`src/rtl/txcons_pkg.sv`:
```
package txcons_pkg;

  typedef enum logic [1:0] {
    MODE_FULL8  = 2'd0,
    MODE_SEVEN  = 2'd1,
    MODE_PRINT7 = 2'd2,
    MODE_SPARE  = 2'd3
  } txModeE;

  // Strobes from control to datapath
  typedef struct packed {
    logic loadByte;
  } dpStrobeS;

  // Control codes allowed through in printable mode
  function automatic logic isAllowedCtl(input logic [6:0] c);
    return (c == 7'h07) || (c == 7'h08) || (c == 7'h09) ||
           (c == 7'h0A) || (c == 7'h0D);
  endfunction

  function automatic logic isCtl(input logic [6:0] c);
    return (c < 7'h20) || (c == 7'h7F);
  endfunction

endpackage

```
`src/rtl/txcons_datapath.sv`:
```
module txcons_datapath
  import txcons_pkg::*;
#(
  parameter int CHAR_W = 8
) (
  input  logic              clk,
  input  logic              rst_n,
  input  dpStrobeS          strobe,
  input  logic [CHAR_W-1:0] wrChar,
  input  logic [1:0]        modeSel,
  output logic [CHAR_W-1:0] charOut,
  output logic              dropNow
);

  localparam int LOW_W = CHAR_W - 1;

  txModeE            modeNow;
  logic [CHAR_W-1:0] converted;
  logic [LOW_W-1:0]  lowBits;
  logic [CHAR_W-1:0] charReg;

  assign modeNow = txModeE'(modeSel);
  assign lowBits = wrChar[LOW_W-1:0];

  always_comb begin
    converted = wrChar;
    dropNow   = 1'b0;
    unique case (modeNow)
      MODE_SEVEN: converted = {1'b0, lowBits};
      MODE_PRINT7: begin
        converted = {1'b0, lowBits};
        dropNow   = isCtl(lowBits) && !isAllowedCtl(lowBits);
      end
      default: converted = wrChar;
    endcase
  end

  always_ff @(posedge clk) begin
    if (!rst_n) charReg <= '0;
    else if (strobe.loadByte) charReg <= converted;
  end

  assign charOut = charReg;

endmodule

```
`src/rtl/txcons_control.sv`:
```
module txcons_control
  import txcons_pkg::*;
(
  input  logic     clk,
  input  logic     rst_n,
  input  logic     dataWr,
  input  logic     statusWr,
  input  logic     ieWrBit,
  input  logic     dropNow,
  input  logic     txReady,
  output dpStrobeS strobe,
  output logic     pending,
  output logic     doneFlag,
  output logic     ieFlag,
  output logic     irqOut
);

  logic ieNext;

  assign ieNext          = statusWr ? ieWrBit : ieFlag;
  assign strobe.loadByte = dataWr && !dropNow;

  always_ff @(posedge clk) begin
    if (!rst_n) begin
      pending  <= 1'b0;
      doneFlag <= 1'b1;
      ieFlag   <= 1'b0;
      irqOut   <= 1'b0;
    end else begin
      ieFlag <= ieNext;
      if (dataWr && !dropNow) begin
        pending  <= 1'b1;
        doneFlag <= 1'b0;
        irqOut   <= 1'b0;
      end else if (dataWr) begin
        pending  <= 1'b0;
        doneFlag <= 1'b1;
        irqOut   <= ieNext;
      end else if (pending && txReady) begin
        pending  <= 1'b0;
        doneFlag <= 1'b1;
        irqOut   <= ieNext;
      end else if (statusWr) begin
        if (!ieWrBit) irqOut <= 1'b0;
        else if (doneFlag && !ieFlag) irqOut <= 1'b1;
      end
    end
  end

endmodule

```
`src/rtl/txcons_top.sv`:
```
module txcons_top #(
  parameter int BUS_W    = 16,
  parameter int CHAR_W   = 8,
  parameter int DONE_BIT = 7,
  parameter int IE_BIT   = 6
) (
  input  logic              clk,
  input  logic              rst_n,
  input  logic              regWrEn,
  input  logic              regAddr,
  input  logic [BUS_W-1:0]  regWrData,
  output logic [BUS_W-1:0]  regRdData,
  input  logic [1:0]        modeSel,
  output logic              txValid,
  output logic [CHAR_W-1:0] txData,
  input  logic              txReady,
  output logic              txIrq
);
  import txcons_pkg::*;

  dpStrobeS strobe;
  logic     dropNow;
  logic     doneFlag;
  logic     ieFlag;
  logic     dataWr;
  logic     statusWr;
  logic     unusedHigh;

  assign dataWr     = regWrEn && regAddr;
  assign statusWr   = regWrEn && !regAddr;
  assign unusedHigh = ^regWrData[BUS_W-1:CHAR_W];

  txcons_datapath #(.CHAR_W(CHAR_W)) u_dp (
    .clk(clk), .rst_n(rst_n), .strobe(strobe),
    .wrChar(regWrData[CHAR_W-1:0]), .modeSel(modeSel),
    .charOut(txData), .dropNow(dropNow)
  );

  txcons_control u_ctl (
    .clk(clk), .rst_n(rst_n), .dataWr(dataWr), .statusWr(statusWr),
    .ieWrBit(regWrData[IE_BIT]), .dropNow(dropNow), .txReady(txReady),
    .strobe(strobe), .pending(txValid), .doneFlag(doneFlag),
    .ieFlag(ieFlag), .irqOut(txIrq)
  );

  always_comb begin
    regRdData = '0;
    if (!regAddr) begin
      regRdData[DONE_BIT] = doneFlag;
      regRdData[IE_BIT]   = ieFlag;
    end
  end

endmodule

```
`config.mk`:
```
export PLATFORM = sky130hd
export DESIGN_NAME = txcons_top
export DESIGN_NICKNAME = d
export VERILOG_FILES = /design/src/rtl/txcons_pkg.sv /design/src/rtl/txcons_datapath.sv /design/src/rtl/txcons_control.sv /design/src/rtl/txcons_top.sv
export SDC_FILE = /design/constraint.sdc
export NUM_CORES = 1
export LEC_CHECK = 0
export ABC_AREA = 0
export BUFFER_PORTS_ARGS = -buffer_cell sky130_fd_sc_hd__buf_2
export CORE_UTILIZATION = 35
export CTS_CLUSTER_SIZE = 14
export DETAILED_ROUTE_END_ITERATION = 16
export GPL_TIMING_DRIVEN = 0
export PLACE_DENSITY = 0.74
export REMOVE_ABC_BUFFERS = 1
export SYNTH_ARGS = -nofsm -noshare
export SYNTH_HDL_FRONTEND = slang
export SYNTH_HIERARCHICAL = 1
export SYNTH_SLANG_ARGS = --single-unit
```
`constraint.sdc`:
```
create_clock -name clk -period 1.2 [get_ports clk]
set_input_delay 0.06 -clock clk [delete_from_list [all_inputs] [get_ports clk]]
set_output_delay 0.06 -clock clk [all_outputs]
set_load 0.01 [all_outputs]
```
; After elaboration in Yosys (flattened, before gate mapping)
; Index checks and enable logic that the tools add are counted.
[classes]
n_eq_ne = 9
n_lt_le_gt_ge = 1
n_bitwise = 1
mux = 15
reduce_logical = 20
[ops]
columns = cell, n
row1 = 7-bit by 4-bit == test with 1-bit output (second input constant), 4
row2 = 1-bit 2-to-1 mux, 13
row3 = 8-bit 2-to-1 mux, 1
row4 = 7-bit by 3-bit == test with 1-bit output (second input constant), 1
row5 = 7-bit == test (second input constant), 1
row6 = 7-bit by 6-bit less-than comparator with 1-bit output (second input constant), 1
row7 = 1-bit logical AND, 6
row8 = 3-bit nonzero test, 2
row9 = 1-bit logical OR, 5
row10 = 1-bit zero test, 4
row11 = 4-bit by 1-bit != test with 1-bit output (second input constant), 1
row12 = 2-bit OR reduction, 2
row13 = 2-bit by 1-bit == test with 1-bit output (second input constant), 1
row14 = 2-bit == test (second input constant), 1
row15 = 2-bit 2-to-1 mux, 1
row16 = 2-bit AND reduction, 1
row17 = 1-bit inverter, 1
[totals]
output_inout_bits = 26
register_bits = 12
inputBits = 23
word_cells = 51

; Depth between registers and ports, before layout
[logic_depth]
ltp_word = 11
depth_mapped = 8

; Modules after synthesis
; Netlist, hierarchy kept.
[modules_own_cells]
columns = module, seq_area_each_um2, cells_each, area_each_um2, n_inst
row1 = txcons_datapath, 160.2, 38, 379.1, 1
row2 = txcons_control, 80.1, 19, 181.4, 1
row3 = txcons_top, 0.0, 19, 133.9, 1

; Worst setup path before layout
; OpenSTA, ideal clock, no wires.
[synth_path]
kind = in2reg
startpoint = in regWrData[0]
endpoint = reg u_dp.charReg[0] (netlist: u_dp/charOut[0])
t_arrival_ps = 1131
path_slack_ps = -47
required_ps = 1084
path_stages = 7
setup_ps = 116
path_buffers = 1
cell_sequence = mux2_1 -> nand3_1 -> a31oi_1 -> and2b_1 -> buf_4 -> mux2i_1 -> nor2b_1
[synth_between]
elab_chain_cells = 10
word_cells_on_any_way = 18
cone_classes = order compare (1) / eq/ne (6) / mux (2) / reduce/logical (9)
[synth_lines]
columns = element, line
row1 = "start, declared", txcons_top.sv:11  ; input logic [BUS_W-1:0] regWrData,
row2 = "parallel branches: the longest is 6 deep, another holds 7-bit by 6-bit less-than comparator with 1-bit output", -
row3 = 1-bit logical AND (*), txcons_datapath.sv:32  ; dropNow = isCtl(lowBits) && !isAllowedCtl(lowBits);
row4 = 1-bit 2-to-1 mux (*), txcons_datapath.sv:28  ; unique case (modeNow)
row5 = via dropNow, txcons_top.sv:22  ; logic dropNow;
row6 = 1-bit zero test (*), txcons_control.sv:21  ; assign strobe.loadByte = dataWr && !dropNow;
row7 = 1-bit logical AND (*), txcons_control.sv:21
row8 = via strobe, txcons_top.sv:21  ; dpStrobeS strobe;
row9 = "end signal, assigned", txcons_datapath.sv:40  ; else if (strobe.loadByte) charReg <= converted;
row10 = "end, declared", txcons_datapath.sv:20  ; logic [CHAR_W-1:0] charReg;
; Mark *: on every way through the listed nets, which the timed path passes.
; A chain may end at the register's enable or synchronous reset.

; Worst setup path after layout
[layout_path]
startpoint = in regWrData[0]
endpoint = reg u_dp.charReg[1] (netlist: u_dp/charOut[1])
; The elaborated chain is that of the path after synthesis.

==> impl_metrics.json <==
{
  "avgSynthCellArea_um2": 9.14,
  "hold_worst_slack_ns": 0.0599,
  "post_drt_wl_per_cell_um": 9.60,
  "grt_start_max_net_pins": 13,
  "fin_skew_ns": 0.00304,
  "min_path_type": "input pin to flip-flop",
  "initialDrtViolationCount": 7,
  "finalHoldViolations": 0,
  "timing.setup.tns_ns": 0,
  "gr-total-overflow": 0,
  "power.static_leakage_nw": 0.405,
  "p_total_uw": 912,
  "clkLatencyLatePin_ns": 0.27,
  "cts.root.buffer_cell": "sky130_fd_sc_hd__clkbuf_4",
  "clock_tree.buffer_depth": 2,
  "timing.critical_path.to_type": "flip-flop",
  "path_max_fanout": 12,
  "timing.max_cap.violations": 0,
  "cts_clock_pin_slew_for_the_worst_setup_and_hold_paths_ns": 0.07,
  "wl_met3_um": 83,
  "synth_largest_type_area_fraction": 0.346,
  "htree_levels": 1,
  "drive_above_1_share": 0.308,
  "floorplan.die_area_mm2": 0.00217,
  "nets": 129,
  "max_freq_mhz": 886,
  "first_global_vias": 507,
  "firstDrtPassIters": 4,
  "report.final.slew_viol_count": 0,
  "detailed_place.area_um2": 792,
  "detail_route.wirelength_um": 1240,
  "p_seq_frac": 0.473,
  "post-dp-hpwl_um": 982,
  "timing_worst_setup_path_type": "input pin to flip-flop",
  "timing.final.setup_violations": 0,
  "p_comb_frac": 0.185,
  "wire_length_on_met2_um": 578,
  "m1WireLength_um": 572,
  "p_int_uw": 680,
  "synth.ff_latch_count": 12,
  "cell_area_after_layout_um2": 831,
  "cts_tree": "built",
  "drt.antenna.violating_nets": 0,
  "tritoncts.num_buffers": 3,
  "crit_path_start_kind": "input pin",
  "post_synth_inst_count": 76,
  "uppermost_routed_layer": "met4",
  "timing.critical_path.cells": "buf_2 -> mux2_1 -> nand3_1 -> a31oi_1 -> and2b_4 -> mux2i_1 -> nor2b_1",
  "place_congestion": 0.656,
  "post_route_fraction_of_the_period_consumed_by_the_critical_path": 0.940,
  "cts.sink_count": 12,
  "ios": 49,
  "crit_arrival_ns": 1.29,
  "layout.cells.most_common": "sky130_fd_sc_hd__buf_2",
  "vias_per_cell": 4.32,
  "numPortBuffers": 26,
  "drc": 0,
  "post_synth_num_cell_types": 22,
  "die-width_um": 46.5,
  "power.ir.vdd_worst_uv": 633,
  "crit_path_max_incr_delay_ns": 0.37,
  "synthDominantAreaCellType": "sky130_fd_sc_hd__dfxtp_1",
  "fillCellCount": 186,
  "yosys-top-cells-area": "sky130_fd_sc_hd__dfxtp_1, sky130_fd_sc_hd__buf_4, sky130_fd_sc_hd__mux2i_1",
  "switching_power_uw": 233,
  "row_count": 15,
  "routed-via-count": 557,
  "die_height_um": 46.5,
  "post-cts-setup-buffers": 0,
  "sw_frac_of_total": 0.255,
  "core_area_mm2": 0.00180,
  "grt_antenna_before_repair": 0,
  "critPathSlowestCell": "sky130_fd_sc_hd__and2b_4",
  "rsz0062_at_grt": "no",
  "areaGrowthSynthToFinish_pct": 19.6,
  "synth.yosys.warnings": 6,
  "final_cell_mix": "sky130_fd_sc_hd__buf_2, sky130_fd_sc_hd__conb_1, sky130_fd_sc_hd__dfxtp_1",
  "synth.yosys.seq_area_share": 0.346,
  "finalCriticalPeriod_ns": 1.13,
  "share_clk_of_total_power": 0.342,
  "grt_resource_usage_total": 0.134,
  "start_util": 0.385,
  "power.density_mw_per_mm2": 1100,
  "antenna-diode-count": 0,
  "cp.required_ns": 1.36,
  "syn-cell-area_um2": 694,
  "outcome": "completed",
  "first_pass_grt_wire_length_um": 1990
}
## flip-flops by register name, summed over array words and instances (netlist names)
name,count
u_ctl/pending,1
u_ctl/irqOut,1
u_ctl/ieFlag,1
u_dp/charOut,8
u_ctl/doneFlag,1
## cell usage after synthesis (all sizes together)
library cell	instances
o21ai	3
a211oi	1
nand3	3
nor2	3
buf	15
dfxtp	12
a21boi	1
ha	1
inv	4
nand2b	1
mux2	1
nand2	1
and2b	2
conb	1
nor3	1
a31oi	1
and2	1
and4	1
nor2b	11
mux2i	10
a21o	1
o21a	1
## critical path, delay by kind of cell
family / cells / cell delay (ns)
simple gates: 3 / 0.51
mux: 2 / 0.53
buf+inv: 1 / 0.11
compound gates: 1 / 0.08
## what timing repair did
item                                    4_1_cts  5_1_grt
resized for setup                             1        1
endpoints found under the setup margin        8        8
gates cloned                                  0        0
hold buffers                                  0        0
## power by group through the flow
stage / combinational (mW) / sequential, mW / clock, mW
finish: 0.169 / 0.431 / 0.312
floorplan: 0.0930 / 0.447 / 0
detailed placement: 0.167 / 0.441 / 0
global route: 0.191 / 0.433 / 0.343
CTS: 0.168 / 0.431 / 0.325
global placement: 0.162 / 0.439 / 0
## cells by family (layout without fill, tap and decap cells)
| logic type | Yosys count | after routing | share of synthesized area |
|---|---|---|---|
| compound gates | 8 | 8 | 0.0847 |
| mux | 11 | 11 | 0.160 |
| flops | 12 | 12 | 0.346 |
| simple gates | 24 | 24 | 0.202 |
| buf+inv | 19 | 34 | 0.184 |
| fa+ha+maj | 1 | 1 | 0.0180 |
| other cells | 1 | 14 | 0.00540 |
## metal layers
| layer | vias up | track usage |
|---|---|---|
| li1 | 280 | - |
| met1 | 243 | 0.151 |
| met2 | 32 | 0.225 |
| met3 | 2 | 0.0353 |
| met4 | 0 | 0.0706 |
| met5 | - | 0 |
## path summary, 6_finish.rpt
path / startpoint / to / slack, ns / depth (start not counted)
setup / recovery: regWrData[0] / u_dp/charOut[1]$_SDFFE_PN0P_ / 0.07 / 7
hold / removal: rst_n / u_ctl/doneFlag$_SDFFE_PN1P_ / 0.06 / 2
setup reg to reg: u_ctl/pending$_SDFFE_PN0P_ / u_ctl/irqOut$_SDFFE_PP0P_ / 0.22 / 3
hold reg to reg: u_dp/charOut[7]$_SDFFE_PN0P_ / u_dp/charOut[7]$_SDFFE_PN0P_ / 0.48 / 2
## per-stage QoR
step,utilization,std cells,setup slack [ns]
after floorplan,-,74,-0.122
after global placement,0.440,125,-0.373
after detailed placement,0.440,125,-0.415
after CTS,0.460,129,0.0323
after global routing,0.461,129,0.00852
final,0.461,129,0.0717
## final cells by class
cell class | count | area [um^2] | share of cell area
inverters | 4 | 15.0 | 0.0181
multi-input cells | 58 | 378 | 0.455
well taps | 25 | 31.3 | 0.0377
repair buffers | 26 | 130 | 0.157
flip-flops and latches | 12 | 240 | 0.289
clock buffers | 4 | 36.3 | 0.0437
(Power assumes the default switching activity.)
